$ cat src/rtl/assoc_pkg.sv
package assoc_pkg;

    localparam int DATA_W = 8;

    typedef logic [DATA_W-1:0] word_t;

    typedef enum logic [2:0] {
        OP_NOP    = 3'd0,
        OP_SEARCH = 3'd1,
        OP_POP    = 3'd2,
        OP_STEP   = 3'd3,
        OP_LOAD   = 3'd4,
        OP_ADD    = 3'd5,
        OP_AND    = 3'd6,
        OP_RSV    = 3'd7
    } op_e;

    typedef enum logic [1:0] {
        SRC_IMM    = 2'd0,
        SRC_SCALAR = 2'd1,
        SRC_REG    = 2'd2,
        SRC_IMM_B  = 2'd3
    } src_e;

    function automatic logic is_data_op(op_e op);
        return (op == OP_LOAD) || (op == OP_ADD) || (op == OP_AND);
    endfunction

    function automatic word_t alu_apply(op_e op, word_t cur, word_t opnd);
        word_t r;
        case (op)
            OP_ADD:  r = cur + opnd;
            OP_AND:  r = cur & opnd;
            default: r = opnd;
        endcase
        return r;
    endfunction

endpackage

$ cat src/rtl/assoc_mask_stack.sv
module assoc_mask_stack #(
    parameter int DEPTH = 4
) (
    input  logic clk,
    input  logic rst,
    input  logic push_i,
    input  logic push_bit_i,
    input  logic pop_i,
    input  logic clr_top_i,
    output logic top_o
);
    localparam int CNT_W = $clog2(DEPTH + 1);

    logic [DEPTH-1:0] stk_q;
    logic [CNT_W-1:0] cnt_q;

    assign top_o = (cnt_q == '0) ? 1'b1 : stk_q[0];

    always_ff @(posedge clk) begin
        if (rst) begin
            stk_q <= '0;
            cnt_q <= '0;
        end else if (push_i) begin
            stk_q <= {stk_q[DEPTH-2:0], push_bit_i};
            if (cnt_q != CNT_W'(DEPTH))
                cnt_q <= cnt_q + CNT_W'(1);
        end else if (pop_i) begin
            stk_q <= stk_q >> 1;
            if (cnt_q != '0)
                cnt_q <= cnt_q - CNT_W'(1);
        end else if (clr_top_i) begin
            stk_q[0] <= 1'b0;
            if (cnt_q == '0)
                cnt_q <= CNT_W'(1);
        end
    end
endmodule

$ cat src/rtl/assoc_pe.sv
module assoc_pe
    import assoc_pkg::*;
#(
    parameter int IDX_W = 2,
    parameter int DEPTH = 4
) (
    input  logic             clk,
    input  logic             rst,
    input  op_e              op_i,
    input  logic [IDX_W-1:0] dst_i,
    input  src_e             src_i,
    input  logic [IDX_W-1:0] src_reg_i,
    input  word_t            imm_i,
    input  word_t            scalar_i,
    input  logic             sel_i,
    input  logic [IDX_W-1:0] rd_idx_i,
    output logic             top_o,
    output word_t            rd_data_o
);
    localparam int NREG = 1 << IDX_W;

    typedef struct packed {
        logic             valid;
        op_e              op;
        logic [IDX_W-1:0] dst;
        word_t            opnd;
    } ex_latch_t;

    word_t     rf_q [NREG];
    ex_latch_t ex_q;
    word_t     ex_result;
    word_t     opnd;
    word_t     search_val;
    word_t     src_val;
    logic      match;

    assign ex_result = alu_apply(ex_q.op, rf_q[ex_q.dst], ex_q.opnd);

    // register read with forwarding from the execute latch
    always_comb begin
        src_val    = rf_q[src_reg_i];
        search_val = rf_q[dst_i];
        if (ex_q.valid && ex_q.dst == src_reg_i) src_val    = ex_result;
        if (ex_q.valid && ex_q.dst == dst_i)     search_val = ex_result;
    end

    always_comb begin
        case (src_i)
            SRC_SCALAR: opnd = scalar_i;
            SRC_REG:    opnd = src_val;
            default:    opnd = imm_i;
        endcase
    end

    assign match = (search_val == opnd);

    assoc_mask_stack #(.DEPTH(DEPTH)) u_stack (
        .clk        (clk),
        .rst        (rst),
        .push_i     (op_i == OP_SEARCH),
        .push_bit_i (match),
        .pop_i      (op_i == OP_POP),
        .clr_top_i  ((op_i == OP_STEP) && sel_i),
        .top_o      (top_o)
    );

    always_ff @(posedge clk) begin
        if (rst) begin
            ex_q <= '0;
        end else begin
            ex_q.valid <= is_data_op(op_i) && top_o;
            ex_q.op    <= op_i;
            ex_q.dst   <= dst_i;
            ex_q.opnd  <= opnd;
        end
    end

    always_ff @(posedge clk) begin
        if (rst) begin
            for (int r = 0; r < NREG; r++) rf_q[r] <= '0;
        end else if (ex_q.valid) begin
            rf_q[ex_q.dst] <= ex_result;
        end
    end

    assign rd_data_o = rf_q[rd_idx_i];
endmodule

$ cat src/rtl/assoc_first_pick.sv
module assoc_first_pick #(
    parameter int N = 8
) (
    input  logic [N-1:0] req_i,
    output logic [N-1:0] sel_o,
    output logic         any_o
);
    logic [N:0] seen;

    always_comb begin
        seen[0] = 1'b0;
        for (int i = 0; i < N; i++) begin
            sel_o[i]    = req_i[i] & ~seen[i];
            seen[i + 1] = seen[i] | req_i[i];
        end
    end

    assign any_o = seen[N];
endmodule

$ cat src/rtl/assoc_array.sv
module assoc_array
    import assoc_pkg::*;
#(
    parameter int N     = 8,
    parameter int DEPTH = 4,
    parameter int IDX_W = 2
) (
    input  logic              clk,
    input  logic              rst,
    input  logic [2:0]        op_i,
    input  logic [IDX_W-1:0]  dst_i,
    input  logic [1:0]        src_i,
    input  logic [IDX_W-1:0]  src_reg_i,
    input  logic [7:0]        imm_i,
    input  logic [7:0]        scalar_i,
    input  logic [IDX_W-1:0]  rd_idx_i,
    output logic [8*N-1:0]    rd_data_o,
    output logic [N-1:0]      top_mask_o,
    output logic              any_resp_o,
    output logic [N-1:0]      first_sel_o
);
    op_e  op;
    src_e src;

    assign op  = op_e'(op_i);
    assign src = src_e'(src_i);

    for (genvar g = 0; g < N; g++) begin : g_pe
        assoc_pe #(.IDX_W(IDX_W), .DEPTH(DEPTH)) u_pe (
            .clk       (clk),
            .rst       (rst),
            .op_i      (op),
            .dst_i     (dst_i),
            .src_i     (src),
            .src_reg_i (src_reg_i),
            .imm_i     (imm_i),
            .scalar_i  (scalar_i),
            .sel_i     (first_sel_o[g]),
            .rd_idx_i  (rd_idx_i),
            .top_o     (top_mask_o[g]),
            .rd_data_o (rd_data_o[DATA_W*g +: DATA_W])
        );
    end

    assoc_first_pick #(.N(N)) u_pick (
        .req_i (top_mask_o),
        .sel_o (first_sel_o),
        .any_o (any_resp_o)
    );
endmodule

$ cat config.mk
export PLATFORM = sky130hd
export DESIGN_NAME = assoc_array
export DESIGN_NICKNAME = d
export VERILOG_FILES = /design/src/rtl/assoc_pkg.sv /design/src/rtl/assoc_mask_stack.sv /design/src/rtl/assoc_pe.sv /design/src/rtl/assoc_first_pick.sv /design/src/rtl/assoc_array.sv
export SDC_FILE = /design/constraint.sdc
export NUM_CORES = 1
export LEC_CHECK = 0
export ABC_AREA = 1
export BUFFER_PORTS_ARGS = -buffer_cell sky130_fd_sc_hd__buf_4
export CAP_MARGIN = 0
export CELL_PAD_IN_SITES_DETAIL_PLACEMENT = 2
export CELL_PAD_IN_SITES_GLOBAL_PLACEMENT = 2
export CORE_MARGIN = 1
export CORE_UTILIZATION = 36
export CTS_CLUSTER_DIAMETER = 150
export DETAILED_ROUTE_END_ITERATION = 16
export HOLD_SLACK_MARGIN = 0.05
export PLACE_DENSITY_LB_ADDON = 0.1
export SLEW_MARGIN = 10
export SYNTH_ARGS = -nofsm -noshare
export SYNTH_HDL_FRONTEND = slang
export SYNTH_SLANG_ARGS = --single-unit
$ cat constraint.sdc
create_clock -name clk -period 3.5 [get_ports clk]
set_input_delay 0.525 -clock clk [delete_from_list [all_inputs] [get_ports clk]]
set_output_delay 0.525 -clock clk [all_outputs]
set_load 0.01 [all_outputs]
==> results.txt, run 1 <==
Post-route insts no fill -> 5729
Worst skew pair latency -> 0.63 ns
Leak Pwr -> 15.23 nW
Antenna diode count -> 0
Antenna-violating nets left -> 0
Cts bufs inserted -> 51
Reg clk slew, reported paths -> 0.07 ns
Worst Setup SP -> g_pe[4].u_pe.ex_q[8]$_SDFF_PP0_
Post-Synthesis Cell Area -> 0.02962 mm^2
# setup viols final -> 0
Synth top area cells -> edfxtp_1, nand2_1, dfxtp_1
Arr. time, crit path -> 3.95 ns
Post-synthesis net count -> 4628
Core area -> 0.08094 mm^2
Hold crit path type -> primary input to flop
Critical Path End Type -> flop
Footprint of the multi-input gates -> 0.01668 mm^2
Post-Syn Instances -> 4501
Status -> completed
First-pass GRT wire length -> 222900 um
Total global routing overflow -> 0
Initial antenna violation count -> 2
R2R setup slack -> 0.10 ns
CTS HTree Levels -> 2
Clock skew -> 0.02858 ns
Worst Path Required -> 4.05 ns
Hold-fix buffers at CTS -> 0
Area leader, netlist -> edfxtp_1
Tcrit/Tclk final -> 97.05%
Clock Tree Root -> clkbuf_16
WL final -> 153400 um
Clock period minus worst slack -> 3.397 ns
Design area -> 0.03496 mm^2
Layout cells sized above 1 -> 13.54%
Synth Warn # -> 0
Deepest clock path buffer count -> 3
Post-Place Cell Area -> 0.03257 mm^2
Vias in the first global route -> 35690
Die Wd -> 288.8 um
Max_cap viols -> 0
Fillers -> 9702
Asr flop ratio synth -> 0%
Setup TNS -> 0 ns
Drt first pass iters -> 5
Routed len/inst -> 26.78 um
Unrepaired setup endpoints after global routing -> yes
Port Buffers -> 109
Initial Utilization -> 36.60%
Chip height -> 288.8 um
FF+latch area -> 0.01036 mm^2
Unique masters post-synth -> 51
FF-to-FF path depth -> 21
EDFF count, synth -> 256
Initial DRC count -> 2324
Worst slew margin -> 25.03%
Most frequent cell after synthesis -> nand2_1
Final-stage net count -> 4754
Worst slew pin tran -> 1.113 ns
Crit path to -> g_pe[4].u_pe.u_stack.stk_q[0]$_SDFFE_PP0N_
Worst-path fanout max -> 13
Setup CP Type -> flop to flop
Area Overhead vs Synth -> 18.04%
Number of synthesized register bits -> 389
Final hold violation count -> 0
Syn_area_per_cell -> 6.581 um^2
Overall global routing resource usage -> 35.74%
Vias/cell -> 5.898
DP Cell Count -> 5615
Pwr per Cell Area -> 428.8 mW/mm^2
Commonest cells post-synth -> nand2_1, nor2_1, inv_1, o21ai_0, a21oi_1
Fin Hold WS -> 0.1991 ns
Top_reg_cell synth -> edfxtp_1
Worst flop-to-flop path startpoint -> g_pe[4].u_pe.ex_q[8]$_SDFF_PP0_
VDD IR max -> 0.3422 mV
Via count -> 33790
Max Clk Rate -> 294.4 MHz
Register area share after synthesis -> 34.94%
Dpl hpwl -> 105300 um
Gpl congestion -> 0.8884
Setup crit start kind -> flop
Ports -> 110
Max Slew Vio Count -> 0
Largest net degree at the start of global routing -> 105
Rows -> 104
# DRC -> 0
Total die area -> 0.08343 mm^2
CTS tree -> yes
R2r endpoint -> g_pe[4].u_pe.u_stack.stk_q[0]$_SDFFE_PP0N_
Clk sinks -> 389
Total power draw -> 14.99 mW
Yosys top cell area share -> 25.95%
worst max-delay path, cell delays in order (launching register included):
cell,delay [ns]
dfxtp_4,0.42
buf_4,0.14
nor2_4,0.04
buf_12,0.15
buf_4,0.17
nand2_1,0.07
o2111ai_2,0.13
ha_2,0.25
fa_2,0.36
nor2_1,0.13
nor2_1,0.06
a21oi_1,0.20
nand2_1,0.17
o21ai_2,0.23
inv_1,0.06
nand2_1,0.07
nand3_1,0.07
nor2_1,0.11
nand3_1,0.13
nor2_2,0.12
nand2_2,0.09
a21oi_1,0.12
worst min-delay path by stage:
stage                                                from                                    endpoint  slack (ns)  cells after the start
6_report                                          op_i[2]            g_pe[4].u_pe.ex_q[12]$_SDFF_PP0_        0.20                      3
5_1_grt                                           op_i[2]            g_pe[4].u_pe.ex_q[12]$_SDFF_PP0_        0.20                      3
4_1_cts                                           op_i[2]            g_pe[4].u_pe.ex_q[12]$_SDFF_PP0_        0.17                      3
3_5_place_dp   g_pe[0].u_pe.u_stack.stk_q[3]$_SDFFE_PP0N_  g_pe[0].u_pe.u_stack.stk_q[3]$_SDFFE_PP0N_        0.46                      2
3_3_place_gp   g_pe[2].u_pe.u_stack.stk_q[3]$_SDFFE_PP0N_  g_pe[2].u_pe.u_stack.stk_q[3]$_SDFFE_PP0N_        0.45                      2
2_1_floorplan  g_pe[6].u_pe.u_stack.cnt_q[2]$_SDFFE_PP0P_  g_pe[6].u_pe.u_stack.cnt_q[2]$_SDFFE_PP0P_        0.44                      2
through the flow:
step           util (%)  setup WS [ns]
2_1_floorplan         -         0.2597
3_3_place_gp      40.24        0.06962
3_5_place_dp      40.24       -0.07974
4_1_cts           42.39       0.005197
5_1_grt           43.20       -0.09255
6_report          43.20         0.1033
placed cells by master (no fill, tap or decap), types with 8 or more instances in the layout:
cell and instances:
inv_2 21, nand2_2 26, or2_2 36, edfxtp_1 256, a21oi_1 329, o21ai_0 378
a31oi_1 31, nor2_4 10, a211oi_1 28, clkinv_2 15, nor2_2 18, nand2_1 1226
buf_12 29, clkinv_1 14, buf_4 313, nor2_1 581, nor3_1 15, a21oi_2 14
o21ai_1 26, a221o_1 8, nand3_1 259, dfxtp_1 131, ha_1 74, o211ai_1 40
clkbuf_16 54, o22ai_1 55, nand3_2 18, inv_1 453, nand4_1 25, nand3b_1 34
o2111ai_2 12, ha_4 10, o2111ai_1 36, clkbuf_1 10
report_power, final:
group	internal, mW	leakage (nW)	switching (mW)	total (mW)
logic	1.33	10.7	2.79	4.12
registers	5.16	3.75	0.249	5.41
clock network	3.17	0.813	2.29	5.46
flip-flops by register name, summed over array words and instances, names as in the netlist:
register	count
g_pe.u_pe.rf_q	256
g_pe.u_pe.u_stack.cnt_q	24
g_pe.u_pe.u_stack.stk_q	32
g_pe.u_pe.ex_q	77
logic make-up after synthesis:
logic type,after synthesis,synth area share [%]
and+or+nand+nor,2259,31.25
AOI/OAI and AO/OA,985,18.66
buffers and inverters,766,10.57
DFF,389,34.94
adders and majority gates,98,4.342
xor gates and xnor gates,4,0.2323
cell type report:
type | instances | area share [%]
Multi-Input combinational cell | 3346 | 47.70
Sequential cell | 389 | 29.62
Timing Repair Buffer | 353 | 8.836
Inverter | 486 | 5.271
Clock buffer | 63 | 3.869
Tap cell | 1060 | 3.793
Clock inverter | 32 | 0.9090
routing by layer:
metal	wire length (um)	part of all wire (%)	global-route usage, %
met5	20	0.013	0
met4	8847	5.8	19.47
met3	8051	5.2	4.039
met2	73030	48	60.63
met1	63480	41	44.27
what timing repair did:
| item | in CTS | in global routing |
|---|---|---|
| endpoints found under the setup margin | 7 | 9 |
| setup buffers | 2 | 15 |
| gates cloned | 0 | 2 |
| pin swaps | 3 | 38 |
| resized for setup | 19 | 114 |
Power figures use the tool's default switching activity.
==> run 2: changes to the inputs <==
Settings changed: ABC_AREA 1 to 0, CORE_UTILIZATION 36 to 42, PLACE_DENSITY set to 0.79, PLACE_DENSITY_LB_ADDON 0.1 to unset.
==> results.txt, run 2 <==
Status -> finished with violations
Failing checks -> setup timing
Clock period minus worst slack -> 3.879 ns (+0.4822 ns)
DP Cell Count -> 4068 (-28%)
Total global routing overflow -> 0 (unchanged)
Initial DRC count -> 3448 (+48%)
Asr flop ratio synth -> 0% (unchanged)
Top Registers -> g_pe.u_pe.rf_q x256, g_pe.u_pe.ex_q x77, g_pe.u_pe.u_stack.stk_q x32
Total die area -> 0.07128 mm^2 (-15%)
Cts bufs inserted -> 49 (-3.9%)
Footprint of the multi-input gates -> 0.01858 mm^2 (+11%)
M3 GR Usage -> 9.161% (+5.1 points)
Initial Utilization -> 42.70% (+6.1 points)
Post-route insts no fill -> 4210 (-27%)
Fin Hold WS -> 0.3039 ns (+0.1049 ns)
Number of synthesized register bits -> 389 (unchanged)
CTS tree -> yes
EDFF count, synth -> 256 (unchanged)
Final-stage net count -> 3365 (-29%)
Hold-fix buffers at CTS -> 0 (unchanged)
VDD IR max -> 0.4988 mV (+46%)
Critical Path End Type -> flop
Setup crit start kind -> flop
Die Wd -> 267.0 um (-7.6%)
Most Used Layer, Global Route -> met2
Top_reg_cell synth -> edfxtp_1
Clock skew -> 0.03177 ns (+0.003193 ns)
Unique masters post-synth -> 88 (+73%)
Register area share after synthesis -> 35.10% (+0.15 points)
Worst skew pair latency -> 0.63 ns (about the same)
Drt first pass iters -> 6 (+1)
Max_cap viols -> 0 (unchanged)
Yosys top cell area share -> 26.07% (+0.11 points)
Reg clk slew, reported paths -> 0.07 ns (about the same)
Worst slew margin -> 24.47% (-0.57 points)
Worst setup margin -> -0.3790 ns (-0.4822 ns)
Gpl congestion -> 0.9332 (+5.0%)
Place WS -> -0.4385 ns (-0.3587 ns)
Clock Tree Root -> clkbuf_16
Initial antenna violation count -> 12 (+10)
Max Slew Vio Count -> 0 (unchanged)
CTS HTree Levels -> 2 (unchanged)
Antenna-violating nets left -> 0 (unchanged)
Max Clk Rate -> 257.8 MHz (-12%)
Core area -> 0.06907 mm^2 (-15%)
Setup CP Type -> flop to flop
Final hold violation count -> 0 (unchanged)
R2R setup slack -> -0.38 ns (-0.48 ns)
Vias/cell -> 6.994 (+19%)
Global routing usage on met1 -> 52.51% (+8.2 points)
Ports -> 110 (unchanged)
Routed len/inst -> 36.30 um (+36%)
Commonest cells post-synth -> nor2_1, edfxtp_1, mux4_2, nand2_1, a21oi_1
Chip height -> 267.0 um (-7.6%)
Fillers -> 6852 (-29%)
# setup viols final -> 32 (+32)
Number of flip-flops in the largest register -> 256 (unchanged)
Fin util -> 52.48% (+9.3 points)
Unrepaired setup endpoints after global routing -> yes
# DRC -> 0 (unchanged)
Layout cells sized above 1 -> 31.90% (+18 points)
Syn_area_per_cell -> 10.06 um^2 (+53%)
Clk sinks -> 389 (unchanged)
Hold crit path type -> primary input to flop
Antenna diode count -> 0 (unchanged)
Leak Pwr -> 14.29 nW (-6.1%)
Most frequent cells in the layout -> buf_4, nor2_1, edfxtp_1
Rows -> 96 (-7.7%)
Via count -> 29450 (-13%)
Deepest clock path buffer count -> 3 (unchanged)
Worst-path fanout max -> 5 (-8)
Worst Path Required -> 4.05 ns (about the same)
Synth top area cells -> edfxtp_1, mux4_2, dfxtp_1
Most frequent cell after synthesis -> nor2_1
Worst slew pin tran -> 1.131 ns (+0.01797 ns)
Top reg by flops -> g_pe.u_pe.rf_q
Post-Syn Instances -> 2931 (-35%)
Commonest non-fill, non-tap cell in the layout -> buf_4
Area Overhead vs Synth -> 22.91%
Post-Synthesis Cell Area -> 0.02949 mm^2 (-0.44%)
Port Buffers -> 109 (unchanged)
First-pass GRT wire length -> 214100 um (-3.9%)
Post-synthesis net count -> 3058 (-34%)
Largest net degree at the start of global routing -> 52 (-50%)
Overall global routing resource usage -> 41.19% (+5.4 points)
Tcrit/Tclk final -> 110.8% (+14 points)
Vias in the first global route -> 30950 (-13%)
FF+latch area -> 0.01036 mm^2 (about the same)
GR met2 Demand/Resource -> 65.15% (+4.5 points)
Synth Warn # -> 0 (unchanged)
Area leader, netlist -> edfxtp_1
Dpl hpwl -> 106000 um (+0.72%)
Arr. time, crit path -> 4.42 ns (+0.47 ns)
WL final -> 152800 um (-0.40%)
Pwr per Cell Area -> 426.2 mW/mm^2 (-0.59%)
run 2: cell count changes in the layout (fill, tap and decap cells not counted), sizes merged, moves of 153 or more:
cell / delta
a21oi: -180
o21ai: -269
buf: +153
mux4: +236
nand2: -1048
nor2: -212
inv: -371
nand3: -220
run 2: worst max-delay path: stages, from the launching register on:
cell,delay [ns]
dfxtp_4,0.47
buf_12,0.16
buf_12,0.12
buf_8,0.12
mux4_2,0.55
ha_4,0.21
a211o_1,0.33
a21o_1,0.27
a21oi_2,0.18
xnor2_1,0.08
a222oi_1,0.36
buf_4,0.22
mux2i_1,0.26
nand4_1,0.20
o31ai_2,0.27
run 2: metal layers:
layer / share of wire, % / vias to the layer above / wire, um
met5: 0.080 / - / 122
met4: 6.6 / 16 / 10030
met3: 10 / 565 / 15530
met2: 46 / 1884 / 69580
met1: 38 / 15230 / 57550
li1: - / 11750 / -
run 2: worst paths after layout:
check / start / to / cells past startpoint
max reg2reg: g_pe[4].u_pe.ex_q[8]$_SDFF_PP0_ / g_pe[4].u_pe.u_stack.stk_q[0]$_SDFFE_PP0N_ / 14
min reg2reg: g_pe[6].u_pe.u_stack.stk_q[3]$_SDFFE_PP0N_ / g_pe[6].u_pe.u_stack.stk_q[2]$_SDFFE_PP0N_ / 2
max: g_pe[4].u_pe.ex_q[8]$_SDFF_PP0_ / g_pe[4].u_pe.u_stack.stk_q[0]$_SDFFE_PP0N_ / 14
min: op_i[0] / g_pe[4].u_pe.ex_q[10]$_SDFF_PP0_ / 2
run 2: area by class of cell:
class / instances / share of cell area, %
Inverter: 108 / 1.118
Clock inverter: 27 / 0.6179
Sequential cell: 389 / 28.58
Multi-Input combinational cell: 2186 / 51.24
Timing Repair Buffer: 504 / 11.48
Tap cell: 931 / 3.214
Clock buffer: 65 / 3.749
run 2: repair_timing:
| item | in CTS | in global routing |
|---|---|---|
| hold endpoints to repair | 0 | 0 |
| endpoints found under the setup margin | 86 | 101 |
| pin swaps | 67 | 67 |
| setup buffers | 38 | 23 |
| resized for setup | 119 | 118 |
run 2: cell families (layout without fill, tap and decap cells):
family | after synthesis | after routing | share of synthesized area [%]
XOR/XNOR | 66 | 66 | 2.087
multiplexers | 343 | 343 | 21.73
adder cells (fa/ha/maj) | 98 | 98 | 4.361
flip-flops | 389 | 389 | 35.10
buffers and inverters | 356 | 704 | 5.482
AND/OR/NAND/NOR | 962 | 962 | 15.16
AO/OA/AOI/OAI | 717 | 717 | 16.09
run 2: power by group:
part	internal, mW	total (mW)	switching, mW
clock	2.95	5.25	2.30
combinational	1.93	4.71	2.78
sequential	5.15	5.49	0.339
run 2: through the flow:
stage / TNS, ns / total power, mW / area [um^2]
CTS: -2.499 / 15.05 / 35640
detailed placement: -9.023 / 9.663 / 33170
floorplan: -0.4693 / 7.807 / 29580
finish: -2.965 / 15.45 / 36250
global route: -4.156 / 15.76 / 36250
global placement: -2.609 / 9.418 / 33170
